`src/rtl/eth_rx_pkg.sv`:
```
package eth_rx_pkg;
    localparam int BYTE_W       = 8;
    localparam int ETH_HDR      = 14;   // dst MAC, src MAC, length
    localparam int APP_HDR      = 2;    // physical address, packet type
    localparam int CRC_BYTES    = 4;
    localparam int MAC_TAIL_IDX = 5;    // only byte not checked upstream
    localparam int PAY_IDX      = ETH_HDR + APP_HDR;
    localparam int POS_SAT      = PAY_IDX + CRC_BYTES;
    localparam int POS_W        = $clog2(POS_SAT + 1);

    typedef logic [POS_W-1:0]  pos_t;
    typedef logic [BYTE_W-1:0] byte_t;

    localparam pos_t P_ADDR = pos_t'(MAC_TAIL_IDX);
    localparam pos_t P_PHYS = pos_t'(ETH_HDR);
    localparam pos_t P_TYPE = pos_t'(ETH_HDR + 1);
    localparam pos_t P_PAY  = pos_t'(PAY_IDX);
    localparam pos_t P_HDRV = pos_t'(POS_SAT - 1);
    localparam pos_t P_SAT  = pos_t'(POS_SAT);

    typedef struct packed {
        logic  ready;
        logic  skip;
        logic  hdr_valid;
        byte_t phys;
        byte_t ptype;
        logic  pay_valid;
        byte_t pay_data;
        logic  pay_last;
    } rx_state_t;
endpackage

```
`src/rtl/eth_rx_pos.sv`:
```
module eth_rx_pos
    import eth_rx_pkg::*;
(
    input  logic clk,
    input  logic rst_n,
    input  logic step,
    input  logic clear,
    output pos_t pos
);
    pos_t pos_d, pos_q;

    always_comb begin
        pos_d = pos_q;
        if (step) begin
            if (clear)
                pos_d = '0;
            else if (pos_q != P_SAT)
                pos_d = pos_q + pos_t'(1);
        end
    end

    always_ff @(posedge clk) begin
        if (!rst_n) pos_q <= '0;
        else        pos_q <= pos_d;
    end

    assign pos = pos_q;
endmodule

```
`src/rtl/eth_rx_delay.sv`:
```
module eth_rx_delay #(
    parameter int W     = 8,
    parameter int DEPTH = 4
) (
    input  logic         clk,
    input  logic         rst_n,
    input  logic         shift,
    input  logic [W-1:0] din,
    output logic [W-1:0] dout
);
    logic [W-1:0] stage_d [DEPTH];
    logic [W-1:0] stage_q [DEPTH];

    for (genvar k = 0; k < DEPTH; k++) begin : g_stage
        if (k == 0) begin : g_head
            always_comb stage_d[k] = shift ? din : stage_q[k];
        end else begin : g_body
            always_comb stage_d[k] = shift ? stage_q[k-1] : stage_q[k];
        end
        always_ff @(posedge clk) begin
            if (!rst_n) stage_q[k] <= '0;
            else        stage_q[k] <= stage_d[k];
        end
    end

    assign dout = stage_q[DEPTH-1];
endmodule

```
`src/rtl/eth_rx_filter.sv`:
```
module eth_rx_filter
    import eth_rx_pkg::*;
#(
    parameter int CNT_W = 16
) (
    input  logic             clk,
    input  logic             rst_n,
    input  logic [7:0]       local_addr,
    input  logic             in_valid,
    input  logic [7:0]       in_data,
    input  logic             in_last,
    output logic             in_ready,
    output logic             hdr_valid,
    output logic [7:0]       hdr_phys,
    output logic [7:0]       hdr_type,
    output logic             pay_valid,
    output logic [7:0]       pay_data,
    output logic             pay_last,
    output logic [CNT_W-1:0] drop_count
);
    rx_state_t        st_d, st_q;
    logic [CNT_W-1:0] cnt_d, cnt_q;
    pos_t             pos;
    byte_t            dly_out;
    logic             accept, mism, drop, shift;

    eth_rx_pos u_pos (
        .clk   (clk),
        .rst_n (rst_n),
        .step  (accept),
        .clear (in_last),
        .pos   (pos)
    );

    eth_rx_delay #(.W(BYTE_W), .DEPTH(CRC_BYTES)) u_crc_hold (
        .clk   (clk),
        .rst_n (rst_n),
        .shift (shift),
        .din   (in_data),
        .dout  (dly_out)
    );

    always_comb begin
        accept = in_valid && st_q.ready;
        mism   = accept && (pos == P_ADDR) && (in_data != local_addr);
        drop   = st_q.skip || mism;
        shift  = 1'b0;
        cnt_d  = cnt_q;
        st_d           = st_q;
        st_d.ready     = 1'b1;
        st_d.hdr_valid = 1'b0;
        st_d.pay_valid = 1'b0;
        st_d.pay_last  = 1'b0;
        if (accept) begin
            if (mism) st_d.skip = 1'b1;
            if (!drop) begin
                if (pos == P_PHYS) st_d.phys  = in_data;
                if (pos == P_TYPE) st_d.ptype = in_data;
                if (pos >= P_PAY)  shift = 1'b1;
                if (pos == P_HDRV && !in_last) st_d.hdr_valid = 1'b1;
                if (pos == P_SAT) begin
                    st_d.pay_valid = 1'b1;
                    st_d.pay_data  = dly_out;
                    st_d.pay_last  = in_last;
                end
            end
            if (in_last) begin
                st_d.skip = 1'b0;
                if (drop || pos < P_SAT) cnt_d = cnt_q + 1'b1;
            end
        end
    end

    always_ff @(posedge clk) begin
        if (!rst_n) begin
            st_q  <= '0;
            cnt_q <= '0;
        end else begin
            st_q  <= st_d;
            cnt_q <= cnt_d;
        end
    end

    assign in_ready   = st_q.ready;
    assign hdr_valid  = st_q.hdr_valid;
    assign hdr_phys   = st_q.phys;
    assign hdr_type   = st_q.ptype;
    assign pay_valid  = st_q.pay_valid;
    assign pay_data   = st_q.pay_data;
    assign pay_last   = st_q.pay_last;
    assign drop_count = cnt_q;
endmodule

```
`config.mk`:
```
export PLATFORM = sky130hd
export DESIGN_NAME = eth_rx_filter
export DESIGN_NICKNAME = d
export VERILOG_FILES = /design/src/rtl/eth_rx_pkg.sv /design/src/rtl/eth_rx_pos.sv /design/src/rtl/eth_rx_delay.sv /design/src/rtl/eth_rx_filter.sv
export SDC_FILE = /design/constraint.sdc
export NUM_CORES = 1
export LEC_CHECK = 0
export BUFFER_PORTS_ARGS = -buffer_cell sky130_fd_sc_hd__buf_2
export CAP_MARGIN = 30
export CORE_MARGIN = 3
export CORE_UTILIZATION = 30
export DETAILED_ROUTE_END_ITERATION = 8
export RECOVER_POWER = 50
export SYNTH_ARGS = -nofsm -noshare
export SYNTH_HDL_FRONTEND = slang
export SYNTH_HIERARCHICAL = 1
export SYNTH_SLANG_ARGS = --single-unit
```
`constraint.sdc`:
```
create_clock -name clk -period 2.2 [get_ports clk]
set_input_delay 0.11 -clock clk [delete_from_list [all_inputs] [get_ports clk]]
set_output_delay 0.11 -clock clk [all_outputs]
set_load 0.02 [all_outputs]
```
==> results of run 1 <==
[cell type report]
type	instances	area, um2
sequential	82	1640
fill	1222	7600
timing repair buffer	70	303
inverter	8	30.0
tap	143	179
multi-input combinational	231	1670
clock inverter	6	66.3
clock buffer	9	225
[worst paths after layout]
path / to / from / depth (start not counted) / slack (ns)
worst min-delay path: hdr_phys[6] / in_data[6] / 3 / 0.08
worst max-delay path: u_crc_hold/stage_q[0][7] / u_pos/pos[4] / 4 / 0.23
worst max register to register: u_crc_hold/stage_q[0][7] / u_pos/pos[4] / 4 / 0.23
worst min register to register: drop_count[15] / drop_count[15] / 2 / 0.50
[per-stage QoR]
stage	power, mW	worst slack [ns]	cell area, um2
floorplan	1.58	0.549	3700
CTS	3.13	0.321	4190
detailed placement	1.63	0.328	3900
global route	3.20	0.0826	4110
global placement	1.63	0.415	3900
finish	3.08	0.230	4110
[Yosys cell counts (3+ instances only)]
library cell | count | area, um2
nor4_1 | 3 | 18.8
buf_2 | 4 | 20.0
o21ai_0 | 10 | 50.1
xor2_1 | 10 | 87.6
dfxtp_1 | 82 | 1640
mux2i_1 | 57 | 571
nor3b_1 | 4 | 30.0
a21oi_1 | 14 | 70.1
nand4_1 | 3 | 18.8
nand2_1 | 6 | 22.5
nand2b_1 | 3 | 18.8
nor2_1 | 34 | 128
inv_1 | 7 | 26.3
or4_1 | 8 | 60.1
buf_4 | 32 | 240
clkbuf_1 | 7 | 26.3
buf_12 | 3 | 60.1
nand3_1 | 7 | 35.0
or3_1 | 7 | 43.8
o31ai_1 | 6 | 45.0
nor2b_1 | 32 | 200
ha_1 | 3 | 37.5
[worst min-delay path: cells and delay by family]
family	cells	cell delay, ns
buf+inv	1	0.12
mux	1	0.07
simple gates	1	0.07
[report_power, final]
group,internal (mW),switching (mW)
combinational,0.0410,0.0622
clock,0.876,0.602
sequential,1.49,0.00585
[sequential cells by signal (all words and copies together), names as in the netlist]
signal,cells
pay_valid,1
pay_last,1
u_pos/pos,5
hdr_phys,8
hdr_valid,1
hdr_type,8
u_crc_hold/stage_q,32
in_ready,1
st_q,1
drop_count,16
pay_data,8
[cell families after synthesis]
group,Yosys count,synth area share [%]
AO/OA/AOI/OAI,40,6.53
XOR/XNOR,11,2.60
adder cells (fa/ha/maj),3,1.01
buffers and inverters,55,10.5
flip-flops,82,44.4
multiplexers,57,15.4
AND/OR/NAND/NOR,120,19.6
[metal layers]
metal | track usage [%] | vias to the layer above | routed length, um
li1 | - | 1312 | -
met1 | 14.8 | 1215 | 3630
met2 | 18.2 | 51 | 3450
met3 | 3.65 | 9 | 376
met4 | 3.44 | 0 | 97
met5 | 0 | - | 0
==> impl_metrics.ini, run 1 <==
[timing]
fin_crit_sh_pct = 89.6
fin_crit_ns = 1.97
tightest_slew_ns = 1.31
fmax_ghz = 0.508
relSlewSlack_pct = 12.4
skew_ns = 0.00370
setup_tns_ns = 0
setup_viol = 0
holdWs_ns = 0.0827
slew_viol_final = 0
hold_violations = 0
grt_setup_unrepaired = false

[clocking]
clk_latency_ns = 0.33
cts_buffers = 9
cts_buffer_depth = 2
cts_resized = 0
cts_tree = done
ctsHoldBuffers = 0
cts.sinks = 82
postCtsSetupRepairBufs = 0
clock_tree.root_cell = clkbuf_16
clk_pin_slew_ns = 0.06
h-tree-depth = 3

[worst_setup_path]
path_class = reg -> reg
start_kind = flip-flop
critPathCaptureType = flip-flop
critPathMaxStageDelay_ns = 0.80
crit_buf_inv = 1
cp_max_fo = 33
crit_family = buffers and inverters
crit_chain = and4b_1, clkbuf_2, mux2i_1, nor2b_1
cp.arrival_ns = 2.20
required_ns = 2.43
crit_slowest_cell = clkbuf_2

[cells_and_area]
instances_no_fill = 549
layout_common_cells = dfxtp_1 (82), mux2i_1 (57), clkbuf_1 (46)
nets = 425
area_growth_pct = 11.2
final_common_cell = dfxtp_1
fin_util_pct = 35.1
antenna_cells = 0
drive_gt1_share_pct = 10.8

[placement]
hpwl_um = 5350
dp.cells = 534
gp_congestion = 0.746
io_buffers = 63

[detailed_routing]
drt_first_iter_violations = 139
firstDrtPassIters = 4
avgViaCountPerCell = 4.71
avgRoutedWirePerCell_um = 13.7
num_vias = 2587
wirelength_um = 7550
drtAntennaViolNets = 0
drc_errors = 0

[yosys]
synth-edff-count = 0
ys.flop_type = dfxtp_1
netlist-cell-type-count = 41
async_flop_share_pct = 0
syn_area_um2 = 3700
synth_cells = 368
yosysSeqAreaShare_pct = 44.4
yosysWarningCount = 6
ys_ff_latch = 82
syn-num-nets = 391
synth.avg_cell_area_um2 = 10.1

[grt]
grt_pass1_vias = 2483
grtUsageTotal_pct = 11.4
antenna_found_initial = 0
grt_max_degree = 39
grt_pass1_wl_um = 12300
gr-total-overflow = 0

[pwr]
irDropWorstVdd_v = 0.000392
pwr_density_cell_nw_per_um2 = 748
p_leak_nw = 1.39

[floorplan]
dieArea_um2 = 13700
std_cell_rows = 39
core_um2 = 11700
die_h_um = 117
start_util_pct = 31.6
die_w_um = 117
ios = 64

[run_status]
outcome = finished, final reports clean

[worst_hold_path]
hp-class = in -> reg

[job]
max_cap_viol_count = 0
Power figures use the tool's default switching activity.
==> inputs of run 2 (changes only) <==
==> constraint.sdc (replaced) <==
create_clock -name clk -period 2.2 [get_ports clk]
set_input_delay 0.22 -clock clk [delete_from_list [all_inputs] [get_ports clk]]
set_output_delay 0.22 -clock clk [all_outputs]
set_load 0.02 [all_outputs]
==> impl_metrics.ini, run 2 (synthesis results as in run 1) <==
[cells_and_area]
layout_common_cells = dfxtp_1 (82), mux2i_1 (57), clkbuf_1 (47)
largest_register_ffs = 32
nets = 425
final.fill_count = 1230
antenna_cells = 0
stdcell_area_um2 = 4150
area_growth_pct = 12.3
final_common_cell = dfxtp_1
drive_gt1_share_pct = 11.1
regMostFlops = u_crc_hold/stage_q

[pwr]
p_int_mw = 2.56
p_leak_nw = 1.41
switching_share_pct = 20.4
p_sw_mw = 0.657
pwr_density_cell_nw_per_um2 = 775
comb_power_share_pct = 3.2
p_clk_share_pct = 50.4
p_seq_share_pct = 46.4
irDropWorstVdd_v = 0.000401

[clocking]
h-tree-depth = 3
clock_tree.root_cell = clkbuf_16
cts_tree = done
cts_resized = 0
postCtsSetupRepairBufs = 0
clk_pin_slew_ns = 0.06
cts_buffers = 9
cts.sinks = 82
ctsHoldBuffers = 0
cts_buffer_depth = 2
clk_latency_ns = 0.33

[worst_hold_path]
worstHoldStart = in_data[4]
worstHoldEndpoint = hdr_phys[4]
hp-class = in -> reg
holdPathStages = 3

[detailed_routing]
avgRoutedWirePerCell_um = 13.3
wirelength_um = 7330
avgViaCountPerCell = 4.72
drc_errors = 0
drt_first_iter_violations = 167
drtAntennaViolNets = 0
num_vias = 2594
firstDrtPassIters = 4

[timing]
skew_ns = 0.00625
fmax_ghz = 0.511
fin_crit_sh_pct = 88.9
setup_viol = 0
hold_violations = 0
grt_setup_unrepaired = false
setup_tns_ns = 0
fin_crit_ns = 1.96
relSlewSlack_pct = 15.2
tightest_slew_ns = 1.27
slew_viol_final = 0

[grt]
grt_pass1_wl_um = 11900
gr-total-overflow = 0
grt_pass1_vias = 2397
grt_max_degree = 39
grtUsageTotal_pct = 11.1
antenna_found_initial = 0

[job]
max_cap_viol_count = 0

[run_status]
outcome = finished, final reports clean

[floorplan]
die_h_um = 117
start_util_pct = 31.6
dieArea_um2 = 13700
core_um2 = 11700
ios = 64
std_cell_rows = 39
die_w_um = 117

[worst_setup_path]
crit_buf_inv = 1
path_class = reg -> reg
critPathCaptureType = flip-flop
worstRegToRegCells = 4
regToRegEndpoint = u_crc_hold/stage_q[1][8]
r2r_slack_ns = 0.24
required_ns = 2.42
critPathMaxStageDelay_ns = 0.78
critPathLaunch = in_ready
start_kind = flip-flop
crit_family = buffers and inverters
crit_slowest_cell = clkbuf_2
r2r-start = in_ready
crit_chain = and4b_2, clkbuf_2, mux2i_1, nor2b_1
cp_max_fo = 33
cp.arrival_ns = 2.18

[placement]
gp_congestion = 0.804
placed_cell_area_um2 = 3900
hpwl_um = 5220
io_buffers = 63
[run 2: changes by cell type in the layout (fill, tap and decap cells not counted), sizes merged]
cell and change:
clkbuf +2, bufinv +1, clkinv -2
[run 2: routing by layer]
| metal | share of wire, % | up-vias | wire length, um | track usage, % |
|---|---|---|---|---|
| met4 | 1.0 | 0 | 75 | 2.29 |
| met2 | 47 | 63 | 3440 | 17.4 |
| met3 | 5.7 | 7 | 419 | 4.68 |
| li1 | - | 1316 | - | - |
| met5 | 0 | - | 0 | 0 |
| met1 | 46 | 1208 | 3390 | 14.3 |
[run 2: through the flow]
stage / setup WS [ns] / std cells / util, % / hold slack [ns] / power, mW
2_1_floorplan: 0.549 / 368 / - / 0.248 / 1.58
3_3_place_gp: 0.418 / 534 / 33.3 / 0.473 / 1.63
3_5_place_dp: 0.307 / 534 / 33.3 / 0.478 / 1.63
4_1_cts: 0.288 / 550 / 36.1 / 0.178 / 3.28
5_1_grt: 0.0834 / 550 / 35.5 / 0.205 / 3.36
6_report: 0.243 / 550 / 35.5 / 0.193 / 3.22
[run 2: power by group through the flow]
stage          clock [mW]  sequential (mW)  combinational (mW)
2_1_floorplan           0             1.53              0.0501
3_3_place_gp            0             1.53               0.103
3_5_place_dp            0             1.53               0.104
4_1_cts              1.68             1.49               0.105
5_1_grt              1.76             1.49               0.114
6_report             1.62             1.49               0.103
[run 2: worst reg2reg max path: cells and delay by family (launching register included)]
kind,cells,cell delay [ns]
buffers and inverters,1,0.78
and+or+nand+nor,2,0.35
DFF,1,0.43
muxes,1,0.28
[run 2: layout make-up]
| type | count | area, um2 | share of cell area [%] |
|---|---|---|---|
| Inverter | 8 | 30.0 | 0.723 |
| Clock inverter | 5 | 86.3 | 2.08 |
| Timing Repair Buffer | 70 | 303 | 7.29 |
| Sequential cell | 82 | 1640 | 39.5 |
| Multi-Input combinational cell | 231 | 1670 | 40.2 |
| Tap cell | 143 | 179 | 4.31 |
| Clock buffer | 11 | 243 | 5.85 |
[run 2: how the worst max path moves through the flow]
| stage | end | slack, ns | cells after the start |
|---|---|---|---|
| after global routing | hdr_valid | 0.08 | 4 |
| after global placement | drop_count[15] | 0.42 | 4 |
| after detailed placement | drop_count[10] | 0.31 | 4 |
| final | u_crc_hold/stage_q[1][8] | 0.24 | 4 |
| after floorplan | drop_count[14] | 0.55 | 5 |
| after CTS | drop_count[10] | 0.29 | 4 |
